--- src/rtl/simd_ravg_pkg.sv ---
package simd_ravg_pkg;

    localparam int ES_CODE_W = 4;

    typedef enum logic [1:0] {
        ES_BYTE  = 2'd0,
        ES_HALF  = 2'd1,
        ES_WORD  = 2'd2,
        ES_DWORD = 2'd3
    } elem_sz_e;

    typedef enum logic [1:0] {
        ST_IDLE  = 2'd0,
        ST_DONE  = 2'd1,
        ST_FAULT = 2'd2
    } ravg_state_e;

    // Lane width in bits for a legal size code.
    function automatic int lane_width(elem_sz_e sz);
        int w;
        unique case (sz)
            ES_BYTE:  w = 8;
            ES_HALF:  w = 16;
            ES_WORD:  w = 32;
            ES_DWORD: w = 64;
            default:  w = 8;
        endcase
        return w;
    endfunction

endpackage

--- src/rtl/simd_ravg_segctl.sv ---
// Turns the size code into per-slice lane-boundary masks.
module simd_ravg_segctl
    import simd_ravg_pkg::*;
#(
    parameter int VEC_W   = 128,
    parameter int SLICE_W = 8
) (
    input  logic [ES_CODE_W-1:0]      es,
    output logic                      es_ok,
    output logic [VEC_W/SLICE_W-1:0]  lane_lo,
    output logic [VEC_W/SLICE_W-1:0]  lane_hi
);

    localparam int NUM_SLICES = VEC_W / SLICE_W;

    int slices_per_lane;

    always_comb begin
        es_ok           = (es[ES_CODE_W-1:2] == '0);
        slices_per_lane = lane_width(elem_sz_e'(es[1:0])) / SLICE_W;
        for (int p = 0; p < NUM_SLICES; p++) begin
            lane_lo[p] = ((p & (slices_per_lane - 1)) == 0);
            lane_hi[p] = ((p & (slices_per_lane - 1)) == (slices_per_lane - 1));
        end
    end

endmodule

--- src/rtl/simd_ravg_segadd.sv ---
// Segmented add with a rounding increment, then a one-bit right shift per lane.
module simd_ravg_segadd #(
    parameter int VEC_W   = 128,
    parameter int SLICE_W = 8
) (
    input  logic [VEC_W-1:0]          a,
    input  logic [VEC_W-1:0]          b,
    input  logic [VEC_W/SLICE_W-1:0]  lane_lo,
    input  logic [VEC_W/SLICE_W-1:0]  lane_hi,
    output logic [VEC_W-1:0]          avg
);

    localparam int NUM_SLICES = VEC_W / SLICE_W;

    logic [VEC_W-1:0]      sum_v;
    logic [NUM_SLICES-1:0] cout_v;
    logic                  carry;
    logic                  cin;
    logic [SLICE_W:0]      part;

    // Ripple across slices; the chain restarts with the rounding one at each lane base.
    always_comb begin
        carry = 1'b0;
        cin   = 1'b0;
        part  = '0;
        for (int p = 0; p < NUM_SLICES; p++) begin
            cin  = lane_lo[p] ? 1'b1 : carry;
            part = {1'b0, a[p*SLICE_W +: SLICE_W]}
                 + {1'b0, b[p*SLICE_W +: SLICE_W]}
                 + {{SLICE_W{1'b0}}, cin};
            sum_v[p*SLICE_W +: SLICE_W] = part[SLICE_W-1:0];
            cout_v[p] = part[SLICE_W];
            carry     = part[SLICE_W];
        end
    end

    // Shift right by one; the top bit of each lane takes that lane's carry-out.
    always_comb begin
        avg = {1'b0, sum_v[VEC_W-1:1]};
        for (int p = 0; p < NUM_SLICES; p++) begin
            if (lane_hi[p]) begin
                avg[p*SLICE_W + SLICE_W - 1] = cout_v[p];
            end
        end
    end

endmodule

--- src/rtl/simd_ravg_ctrl.sv ---
// Request state machine and the result register.
module simd_ravg_ctrl
    import simd_ravg_pkg::*;
#(
    parameter int VEC_W = 128
) (
    input  logic             clk,
    input  logic             rst_n,
    input  logic             valid,
    input  logic             es_ok,
    input  logic [VEC_W-1:0] avg,
    output logic             result_valid,
    output logic             spec_exc,
    output logic [VEC_W-1:0] result
);

    ravg_state_e      state_q;
    ravg_state_e      state_d;
    logic [VEC_W-1:0] result_q;

    // Every state follows the same transitions, which depend only on the request.
    always_comb begin
        unique case ({valid, es_ok})
            2'b11:   state_d = ST_DONE;
            2'b10:   state_d = ST_FAULT;
            default: state_d = ST_IDLE;
        endcase
    end

    always_ff @(posedge clk or negedge rst_n) begin
        if (!rst_n) begin
            state_q  <= ST_IDLE;
            result_q <= '0;
        end else begin
            state_q <= state_d;
            if (state_d == ST_DONE) begin
                result_q <= avg;
            end
        end
    end

    always_comb begin
        result_valid = 1'b0;
        spec_exc     = 1'b0;
        unique case (state_q)
            ST_IDLE:  ;
            ST_DONE:  result_valid = 1'b1;
            ST_FAULT: spec_exc     = 1'b1;
            default:  ;
        endcase
    end

    assign result = result_q;

endmodule

--- src/rtl/simd_ravg_top.sv ---
module simd_ravg_top
    import simd_ravg_pkg::*;
#(
    parameter int VEC_W   = 128,
    parameter int SLICE_W = 8
) (
    input  logic                 clk,
    input  logic                 rst_n,
    input  logic                 valid,
    input  logic [ES_CODE_W-1:0] es,
    input  logic [VEC_W-1:0]     a,
    input  logic [VEC_W-1:0]     b,
    output logic                 result_valid,
    output logic                 spec_exc,
    output logic [VEC_W-1:0]     result
);

    localparam int NUM_SLICES = VEC_W / SLICE_W;

    logic                  es_ok;
    logic [NUM_SLICES-1:0] lane_lo;
    logic [NUM_SLICES-1:0] lane_hi;
    logic [VEC_W-1:0]      avg;

    simd_ravg_segctl #(
        .VEC_W   (VEC_W),
        .SLICE_W (SLICE_W)
    ) segctl_i (
        .es      (es),
        .es_ok   (es_ok),
        .lane_lo (lane_lo),
        .lane_hi (lane_hi)
    );

    simd_ravg_segadd #(
        .VEC_W   (VEC_W),
        .SLICE_W (SLICE_W)
    ) segadd_i (
        .a       (a),
        .b       (b),
        .lane_lo (lane_lo),
        .lane_hi (lane_hi),
        .avg     (avg)
    );

    simd_ravg_ctrl #(
        .VEC_W (VEC_W)
    ) ctrl_i (
        .clk          (clk),
        .rst_n        (rst_n),
        .valid        (valid),
        .es_ok        (es_ok),
        .avg          (avg),
        .result_valid (result_valid),
        .spec_exc     (spec_exc),
        .result       (result)
    );

endmodule

--- config.mk ---
export PLATFORM = sky130hd
export DESIGN_NAME = simd_ravg_top
export DESIGN_NICKNAME = d
export VERILOG_FILES = /design/src/rtl/simd_ravg_pkg.sv /design/src/rtl/simd_ravg_segctl.sv /design/src/rtl/simd_ravg_segadd.sv /design/src/rtl/simd_ravg_ctrl.sv /design/src/rtl/simd_ravg_top.sv
export SDC_FILE = /design/constraint.sdc
export NUM_CORES = 1
export LEC_CHECK = 0
export CAP_MARGIN = 20
export CORE_MARGIN = 2
export CORE_UTILIZATION = 45
export CTS_CLUSTER_DIAMETER = 100
export DETAILED_ROUTE_END_ITERATION = 10
export PLACE_DENSITY = 0.8
export SYNTH_ARGS = -nofsm -noshare
export SYNTH_HDL_FRONTEND = slang
export SYNTH_SLANG_ARGS = --single-unit
--- constraint.sdc ---
create_clock -name clk -period 0.84 [get_ports clk]
set_input_delay 0.252 -clock clk [delete_from_list [all_inputs] [get_ports clk]]
set_output_delay 0.252 -clock clk [all_outputs]
set_load 0.02 [all_outputs]
# After elaboration in Yosys (flattened, before gate mapping)
# Index checks and enable logic that the tools add are counted.
[word_totals] register_bits=130 in_bits=263 output_inout_bits=130 word_cells=114
[classes] add_sub_neg=34 eq_ne=8 muxes=35 bitwise=1 n_reduce_logical=34
[op_table] op="$logic_not A32 Y1" count=16
[op_table] op="$logic_not A30 Y1" count=6
[op_table] op="$add A8 B8 Y9" count=16
[op_table] op="$add A9 B1 Y9" count=15
[op_table] op="$pmux W32 S4" count=1
[op_table] op="$logic_not A31 Y1" count=4
[op_table] op="$logic_not A29 Y1" count=4
[op_table] op="$mux W1" count=33
[op_table] op="$add A32 B1 Y32" count=1
[op_table] op="$sub A32 B2 Y32 const B" count=1
[op_table] op="$logic_not A28 Y1" count=1
[op_table] op="$eq A2 B2 Y1 const B" count=5
[op_table] op="$add A9 B1 Y9 const B" count=1
[op_table] op="$eq A2 B1 Y1 const B" count=3
[op_table] op="$logic_not A2 Y1" count=2
[op_table] op="$pmux W2 S2" count=1
[op_table] op="$reduce_or A3 Y1" count=1
[op_table] op="$and A1 B1 Y1" count=1

# Depth between registers and ports, before layout
# Gate-level depths: netlist of run 1.
[depth] depth_word=38 ltp_mapped=48 ltp_nobuf=48

# Cells and area by module
# From an unflattened synthesis of run 1, not the netlist that was laid out.
[hier_totals] hier_cells=941 area_unflattened_um2=10690.3
[by_module_without_submodules] module="simd_ravg_ctrl" instances=1 cells_per_inst=277 area_per_inst_um2=5381.4 seq_area_each_um2=3253.1
[by_module_without_submodules] module="simd_ravg_segadd" instances=1 cells_per_inst=629 area_per_inst_um2=5076.1 seq_area_each_um2=0.0
[by_module_without_submodules] module="simd_ravg_segctl" instances=1 cells_per_inst=35 area_per_inst_um2=232.7 seq_area_each_um2=0.0

# Worst setup path before layout of run 1
# No wires, ideal clock.
[synth_timing] kind="input port to flip-flop" from="input port a[64]" to="register ctrl_i.result_q[125], in the netlist ctrl_i.result[125]" setup_time_ns=0.069 arrival_time_ns=11.408 required_time_ns=0.771 path_slack_ns=-10.637 cell_stages=48 path_buffers=0 path_cell_list="fa_1 -> fa_1 -> a21oi_1 -> o211ai_1 -> nand2_1 -> nand2_1 -> fa_1 -> fa_1 -> a21oi_1 -> o21ai_0 -> o21ai_0 -> nand2_1 -> fa_1 -> fa_1 -> a21oi_1 -> o211ai_1 -> nand2_1 -> nand2_1 -> [12 not listed] -> fa_1 -> fa_1 -> a21oi_1 -> o21ai_0 -> o21ai_0 -> nand2_1 -> fa_1 -> fa_1 -> a21oi_1 -> o21ai_0 -> o21ai_0 -> nand2_1 -> fa_1 -> fa_1 -> a21oi_1 -> o21ai_0 -> or4_1 -> nand3_1"
[synth_via] elab_chain_cells=16
[synth_rtl] element="start, declared" line_no="simd_ravg_top.sv:11" rtl="input logic [VEC_W-1:0] a,"
[synth_rtl] element="$add A8 B8 Y9" line_no="simd_ravg_segadd.sv:29" rtl="+ {1'b0, b[p*SLICE_W +: SLICE_W]}"
[synth_rtl] element="$add A9 B1 Y9" line_no="simd_ravg_segadd.sv:30" rtl="+ {{SLICE_W{1'b0}}, cin};"
[synth_rtl] element="$mux W1" line_no="simd_ravg_segadd.sv:27" rtl="cin = lane_lo[p] ? 1'b1 : carry;"
[synth_rtl] element="$add A9 B1 Y9" line_no="simd_ravg_segadd.sv:30"
[synth_rtl] element="$mux W1" line_no="simd_ravg_segadd.sv:27"
[synth_rtl] element="$add A9 B1 Y9" line_no="simd_ravg_segadd.sv:30"
[synth_rtl] element="$mux W1" line_no="simd_ravg_segadd.sv:27"
[synth_rtl] element="$add A9 B1 Y9" line_no="simd_ravg_segadd.sv:30"
[synth_rtl] element="$mux W1" line_no="simd_ravg_segadd.sv:27"
[synth_rtl] element="$add A9 B1 Y9" line_no="simd_ravg_segadd.sv:30"
[synth_rtl] element="$mux W1" line_no="simd_ravg_segadd.sv:27"
[synth_rtl] element="$add A9 B1 Y9" line_no="simd_ravg_segadd.sv:30"
[synth_rtl] element="$mux W1" line_no="simd_ravg_segadd.sv:27"
[synth_rtl] element="$add A9 B1 Y9" line_no="simd_ravg_segadd.sv:30"
[synth_rtl] element="$mux W1" line_no="simd_ravg_segadd.sv:27"
[synth_rtl] element="$add A9 B1 Y9" line_no="simd_ravg_segadd.sv:30"
[synth_rtl] element="end signal, assigned" line_no="simd_ravg_ctrl.sv:37" rtl="result_q <= avg;"
[synth_rtl] element="end, declared" line_no="simd_ravg_ctrl.sv:19" rtl="logic [VEC_W-1:0] result_q;"
# No other way between the ends.
# A chain may end at the register's enable or synchronous reset.

# Final worst setup path of run 1
[layout_timing] from="input port b[64]" to="register ctrl_i.result_q[125], in the netlist ctrl_i.result[125]"
[layout_via] elab_chain_cells=16
[layout_rtl] element="start, declared" line_no="simd_ravg_top.sv:12" rtl="input logic [VEC_W-1:0] b,"
[layout_rtl] element="$add A8 B8 Y9" line_no="simd_ravg_segadd.sv:29"
[layout_rtl] element="$add A9 B1 Y9" line_no="simd_ravg_segadd.sv:30"
[layout_rtl] element="$mux W1" line_no="simd_ravg_segadd.sv:27"
[layout_rtl] element="$add A9 B1 Y9" line_no="simd_ravg_segadd.sv:30"
[layout_rtl] element="$mux W1" line_no="simd_ravg_segadd.sv:27"
[layout_rtl] element="$add A9 B1 Y9" line_no="simd_ravg_segadd.sv:30"
[layout_rtl] element="$mux W1" line_no="simd_ravg_segadd.sv:27"
[layout_rtl] element="$add A9 B1 Y9" line_no="simd_ravg_segadd.sv:30"
[layout_rtl] element="$mux W1" line_no="simd_ravg_segadd.sv:27"
[layout_rtl] element="$add A9 B1 Y9" line_no="simd_ravg_segadd.sv:30"
[layout_rtl] element="$mux W1" line_no="simd_ravg_segadd.sv:27"
[layout_rtl] element="$add A9 B1 Y9" line_no="simd_ravg_segadd.sv:30"
[layout_rtl] element="$mux W1" line_no="simd_ravg_segadd.sv:27"
[layout_rtl] element="$add A9 B1 Y9" line_no="simd_ravg_segadd.sv:30"
[layout_rtl] element="$mux W1" line_no="simd_ravg_segadd.sv:27"
[layout_rtl] element="$add A9 B1 Y9" line_no="simd_ravg_segadd.sv:30"
# No other way between the ends.

==> flow_summary_export.csv, run 1 <==
group,metric,value,unit
clock_tree,cts_buffers,17,
floorplan,io_pins,393,
floorplan,die_h,160,um
routing,drt_iter0_drc,1579,
floorplan,initial_core_util,0.455,
outcome,violations,"negative setup slack",
synthesis,yosys.area.top_type,"dfrtp_1",
worst_setup_path,critPathTopFamily,"adder cells",
worst_setup_path,cp.depth,49,
floorplan,core_area,24100,um^2
timing,clock.fmax,0.0938,GHz
routing,drt-total-wl,58.5,mm
timing,holdWs,257,ps
worst_setup_path,start_kind,"primary input",
synthesis,ys_ff_latch,130,
synthesis,syn_inst,1284,
synthesis,syn-cell-area,11000,um^2
clock_tree,clk_pin_slew_worst_paths,70,ps
worst_setup_path,reg2reg_depth,2,
clock_tree,clock_sinks,130,
worst_setup_path,critPathMaxFanout,3,
routing,wl_per_cell,24.2,um
synthesis,synth.avg_cell_area,8.54,um^2
timing,slew_violations,0,
routing,drc,0,
worst_setup_path,critPathBufInv,1,
synthesis,async_flop_share,1.00,
job,max_cap_violations,0,
timing,rsz0062_at_grt,"yes",
power_and_ir_drop,power.switching,13.8,mW
outcome,status,"finished, violations left",
worst_setup_path,worstPathRequired,1200,ps
timing,setup_ws,-9820,ps
clock_tree,root_buffer,"clkbuf_16",
power_and_ir_drop,p_clk_frac,0.215,
place,dp_slack,-10280,ps
layout,areaGrowthSynthToFinish,87.0,%
place,hpwl,35.3,mm
power_and_ir_drop,netSwitchingFraction,0.395,
synthesis,yosys.area_share.simple,0.202,
synthesis,synth-xor-area-share,0.0224,
floorplan,rows,57,
routing,first_pass_iters,7,
timing,hold_viol_final,0,
timing,maxSlewHeadroom,0.549,
synthesis,synth-compound-area-share,0.243,
synthesis,synth_edf_count,0,
routing,via_per_inst,6.33,
clock_tree,cts_buffer_depth,2,
worst_setup_path,cp.arrival,11030,ps
global_routing,antenna_found_initial,3,
synthesis,synth_cell_types,50,
synthesis,synthFlopType,"dfrtp_1",
power_and_ir_drop,power_density,1710,nW/um^2
synthesis,synthMuxAreaShare,0.00821,
timing,fin_crit,10660,ps
worst_setup_path,max_stage_delay,470,ps
clock_tree,cts_tree,"done",
synthesis,synthAdderAreaFrac,0.184,
global_routing,grt_pass1_wl,78.4,mm
power_and_ir_drop,power_frac_comb,0.527,
global_routing,grt.total_usage,0.385,
clock_tree,clk_latency,420,ps
timing,finalSetupViolations,259,
routing,antenna_left,0,
timing,timing.final.crit_share,12.7,
synthesis,synth_area_leaders,"dfrtp_1 30%, ha_1 13%, o21ai_0 7.0%, nand2_1 6.3%, fa_1 5.7%",
worst_setup_path,worstSetupEndpointType,"register",
worst_setup_path,crit_type,"in2reg",
synthesis,synth_nets,1690,
worst_setup_path,critPathSlowestCell,"or4_1",
global_routing,grt_pass1_vias,15100,
layout,post-route-util,0.851,
place,numPortBuffers,392,
synthesis,synth_top_family_by_area,"compound AO/OA/AOI/OAI gates",
layout,post_route_cells_drive_above_1_share,0.332,
layout,nNetsFinal,2488,
clock_tree,cts.htree.levels,4,
routing,via_count,15300,
synthesis,synth_top_area_frac,0.297,
power_and_ir_drop,max-vdd-ir-drop,1.17,mV
timing,fin_worst_skew,0,ps
synthesis,yosys_warnings,0,
global_routing,grt_max_degree,45,
place,gp_congestion,0.927,
power_and_ir_drop,leakage,9.07,nW
timing,tightest_slew,660,ps
power_and_ir_drop,sequentialPowerShare,0.259,
global_routing,grt_overflow,0,
synthesis,yosysSeqAreaShare,0.297,
floorplan,die_area,25600,um^2
power_and_ir_drop,p_int,21.2,mW
floorplan,die_w,160,um
min_path,hold_class,"in2async",
worst_setup_path,cpMostUsedCell,"fa_2",
[synth_stat cells (all sizes together), types with 9 or more instances]
cell / n
and3: 9
nor3: 33
nand3b: 15
o31ai: 10
clkbuf: 26
nor3b: 24
nand4: 16
inv: 67
fa: 31
a211o: 13
mux2i: 9
o21ai: 153
a211oi: 64
nand3: 65
a21o: 15
o211ai: 23
nand2b: 29
buf: 20
dfrtp: 130
ha: 112
nor2: 42
o21a: 16
nand2: 185
xnor2: 28
a2111oi: 34
a21oi: 68
[cell families (layout without fill, tap and decap cells)]
family / Yosys count / in the layout
flops: 130 / 130
fa+ha+maj: 143 / 143
xor+xnor: 28 / 28
buf+inv: 114 / 924
mux: 9 / 9
other cells: 1 / 4
compound gates: 409 / 409
simple gates: 450 / 450
[state kept, by name, summed over array words and instances (netlist names)]
name	flops
ctrl_i.result	128
ctrl_i.state_q	2
[through the flow]
stage | area [um^2] | std cells | power, mW | setup TNS [ps]
global route | 20500 | 2421 | 36.0 | -776650
CTS | 19600 | 2400 | 32.4 | -722640
floorplan | 11300 | 1284 | 15.5 | -612390
finish | 20500 | 2421 | 35.0 | -753740
global placement | 18100 | 2300 | 23.5 | -744390
detailed placement | 18100 | 2300 | 23.9 | -773560
[metal layers]
| metal | up-vias | global-route usage | routed length (um) | part of all wire |
|---|---|---|---|---|
| li1 | 6314 | - | - | - |
| met1 | 7137 | 0.411 | 18600 | 0.32 |
| met2 | 1369 | 0.690 | 28000 | 0.48 |
| met3 | 497 | 0.0914 | 6250 | 0.11 |
| met4 | 0 | 0.235 | 5590 | 0.096 |
| met5 | - | 0 | 0 | 0 |
[cell type report]
| class | instances | area [um^2] |
|---|---|---|
| timing repair buffer | 825 | 7450 |
| tap | 324 | 405 |
| sequential | 130 | 3260 |
| antenna | 3 | 7.51 |
| clock inverter | 11 | 115 |
| fill | 1177 | 3590 |
| clock buffer | 20 | 437 |
| multi-input combinational | 1040 | 8580 |
| inverter | 68 | 260 |
[layout by cell type (no fill, tap or decap), drive strengths merged, types with 3 or more instances in the layout]
cell             n
buf            448
clkdlybuf4s50  355
nand2          185
o21ai          153
dfrtp          130
ha             112
a21oi           68
inv             67
nand3           65
a211oi          64
nor2            42
a2111oi         34
nor3            33
fa              31
nand2b          29
xnor2           28
nor3b           24
o211ai          23
clkbuf          21
o21a            16
nand4           16
nand3b          15
a21o            15
a211o           13
dlygate4sd2     10
o31ai           10
mux2i            9
and3             9
clkinv           9
dlymetal6s2s     8
nor4b            6
nor2b            6
or3              5
o21bai           5
or4b             5
diode            3
nor4             3
[repair_timing]
| item | CTS | global route |
|---|---|---|
| resized for setup | 140 | 197 |
| hold endpoints to repair | 130 | 0 |
| pin swaps | 80 | 84 |
| setup endpoints to repair | 259 | 259 |
| hold buffers | 1 | 0 |
| setup buffers | 83 | 37 |
[worst register-to-register path, delay by kind of cell (launching register included)]
family	cells	cell delay [ps]
AND/OR/NAND/NOR	1	170
AO/OA/AOI/OAI	1	350
flip-flops	1	410
[worst paths after layout]
check	startpoint	to	slack, ps
worst min-delay path	rst_n	ctrl_i.result[98]	260
worst max-delay path	b[64]	ctrl_i.result[125]	-9820
min in group clk	b[0]	ctrl_i.result[0]	350
worst min register to register	ctrl_i.result[8]	ctrl_i.result[8]	480
worst max register to register	ctrl_i.result[13]	ctrl_i.result[13]	-240
max in group asynchronous	rst_n	ctrl_i.result[123]	60
[power by group through the flow]
stage / logic (mW) / registers, mW / clock network, mW
after CTS: 16.2 / 8.84 / 7.33
after global routing: 19.2 / 9.10 / 7.72
after floorplan: 5.00 / 10.5 / 0
after detailed placement: 15.0 / 8.89 / 0
final: 18.4 / 9.06 / 7.51
after global placement: 14.6 / 8.88 / 0
Power figures use the tool's default switching activity.
==> run 2, diff against run 1 <==
--- a/config.mk
+++ b/config.mk
@@ -6,7 +6,7 @@
 export NUM_CORES = 1
 export LEC_CHECK = 0
 export CAP_MARGIN = 20
-export CORE_MARGIN = 2
+export CORE_MARGIN = 10
 export CORE_UTILIZATION = 45
 export CTS_CLUSTER_DIAMETER = 100
 export DETAILED_ROUTE_END_ITERATION = 10
==> run 2 against run 1 <==
Compared with the run above:
- the run still ends with negative setup slack left
- sequential power down 2.2%
- design area shrank 0.46%
- clock power up 4.3%
- clock-buffer cell count shrank 2
- flip-flop and latch count unchanged
- non-clock buffer count is 51 higher
- clock skew unchanged
- register-to-register slack better by 90 ps
- first-iteration DRC count rose by 11%
- critical endpoint is now ctrl_i.result[101]
- largest cell class unchanged
- highest routed layer is now met5
==> flow_summary_export.csv, run 2 (synthesized netlist as in run 1, its figures left out) <==
group,metric,value,unit
layout,post_route_cells_drive_above_1_share,0.328,
timing,finalSetupViolations,259,
timing,hold_viol_final,0,
floorplan,rows,57,
timing,fin_worst_skew,0,ps
timing,holdWs,266,ps
power_and_ir_drop,power,34.7,mW
place,numPortBuffers,392,
clock_tree,root_buffer,"clkbuf_16",
outcome,violations,"negative setup slack",
routing,drt_iter0_drc,1760,
power_and_ir_drop,power_density,1700,nW/um^2
floorplan,die_h,176,um
clock_tree,clock_sinks,130,
layout,post-route-util,0.845,
job,max_cap_violations,0,
global_routing,grt_max_degree,58,
routing,via_per_inst,5.95,
worst_setup_path,start_kind,"primary input",
floorplan,initial_core_util,0.454,
worst_setup_path,crit_end,"ctrl_i.result[101]",
worst_setup_path,critPathTopFamily,"buffers and inverters",
floorplan,die_w,176,um
worst_setup_path,worstSetupEndpointType,"register",
timing,timing.setup.tns,-742760,ps
clock_tree,clk_pin_slew_worst_paths,70,ps
worst_setup_path,critPathBufInv,46,
layout,final_cell_mix,"482 x buf_4, 353 x clkdlybuf4s50_1, 183 x nand2_1",
worst_setup_path,setup.worst_path.start,"a[64]",
place,dp_slack,-10140,ps
outcome,status,"finished, violations left",
worst_setup_path,reg2reg_slack,-150,ps
clock_tree,cts_buffer_depth,2,
layout,num-fill-cells,1302,
timing,clock.fmax,0.0944,GHz
layout,areaGrowthSynthToFinish,86.2,%
worst_setup_path,crit_type,"in2reg",
routing,antenna_left,0,
global_routing,grt_overflow,0,
place,hpwl,38.2,mm
layout,layout.cells.non_filler,2473,
routing,drc,0,
worst_setup_path,max_stage_delay,410,ps
timing,slew_violations,0,
place,dp_cells,2305,
place,place_area,18100,um^2
global_routing,antenna_found_initial,5,
timing,setup_ws,-9750,ps
worst_setup_path,critPathMaxFanout,3,
global_routing,grt.total_usage,0.323,
place,gp_congestion,0.984,
global_routing,grt_pass1_wl,79.9,mm
layout,final_common_cell,"buf_4",
floorplan,core_area,24200,um^2
timing,maxSlewHeadroom,0.409,
routing,via_count,14700,
routing,first_pass_iters,6,
worst_setup_path,reg2reg_from,"ctrl_i.result[31]",
clock_tree,cts.htree.levels,4,
routing,drt-total-wl,55.7,mm
clock_tree,cts_tree,"done",
floorplan,die_area,31000,um^2
timing,tightest_slew,864,ps
worst_setup_path,worstPathRequired,1150,ps
worst_setup_path,cp.arrival,10900,ps
power_and_ir_drop,leakage,9.17,nW
timing,fin_crit,10590,ps
layout,nNetsFinal,2539,
power_and_ir_drop,max-vdd-ir-drop,1.11,mV
global_routing,grt_pass1_vias,14900,
layout,stdcell_area,20400,um^2
routing,wl_per_cell,22.5,um
floorplan,io_pins,393,
worst_setup_path,reg2reg_to,"ctrl_i.result[31]",
worst_setup_path,reg2reg_depth,3,
timing,timing.final.crit_share,12.6,
timing,rsz0062_at_grt,"yes",
layout,largest_reg_flops,128,
worst_setup_path,critPathSlowestCell,"fa_2",
worst_setup_path,cpMostUsedCell,"buf_4",
clock_tree,cts_buffers,17,
clock_tree,clk_latency,410,ps
worst_setup_path,cp.depth,76,
min_path,hold_class,"in2async",
run 2: changes by cell type in the layout (fill, tap and decap cells not counted), sizes merged, moves of 2 or more:
cell,previous run,this run
clkbuf,21,19
clkdlybuf4s15,2,0
dlymetal6s2s,8,4
clkinv,9,7
buf,448,506
clkdlybuf4s50,355,353
clkinvlp,1,3
run 2: how the worst min path moves through the flow:
stage	from	end	slack, ps
after global placement	rst_n	ctrl_i.result[64]	130
after CTS	rst_n	ctrl_i.result[64]	260
final	rst_n	ctrl_i.result[51]	270
after floorplan	rst_n	ctrl_i.result[0]	-40
after global routing	rst_n	ctrl_i.result[104]	290
after detailed placement	rst_n	ctrl_i.result[64]	130
run 2: power by group:
part	switching, mW	internal (mW)
logic	8.87	9.16
clock network	3.17	4.66
registers	1.11	7.75
total	13.1	21.6
run 2: layout make-up:
class                      instances  area (um^2)  area share
clock inverter                    13          163     0.00797
tap                              324          405      0.0199
clock buffer                      18          429      0.0210
antenna                            4         10.0    0.000490
sequential                       130         3250       0.159
timing repair buffer             876         7680       0.376
multi-input combinational       1040         8220       0.402
inverter                          68          260      0.0127
run 2: per-layer routing:
layer	vias to the layer above	wire length, um	global-route usage
met5	-	13	0
met4	2	3470	0.181
met3	290	5330	0.0788
met2	1023	27200	0.558
met1	6954	19600	0.357
li1	6437	-	-
run 2: timing repair:
action / in CTS / in global routing
pin swaps: 46 / 53
endpoints found under the setup margin: 259 / 259
hold buffers: 1 / 0
setup buffers: 108 / 26
endpoints found under the hold margin: 130 / 0
resized for setup: 97 / 84
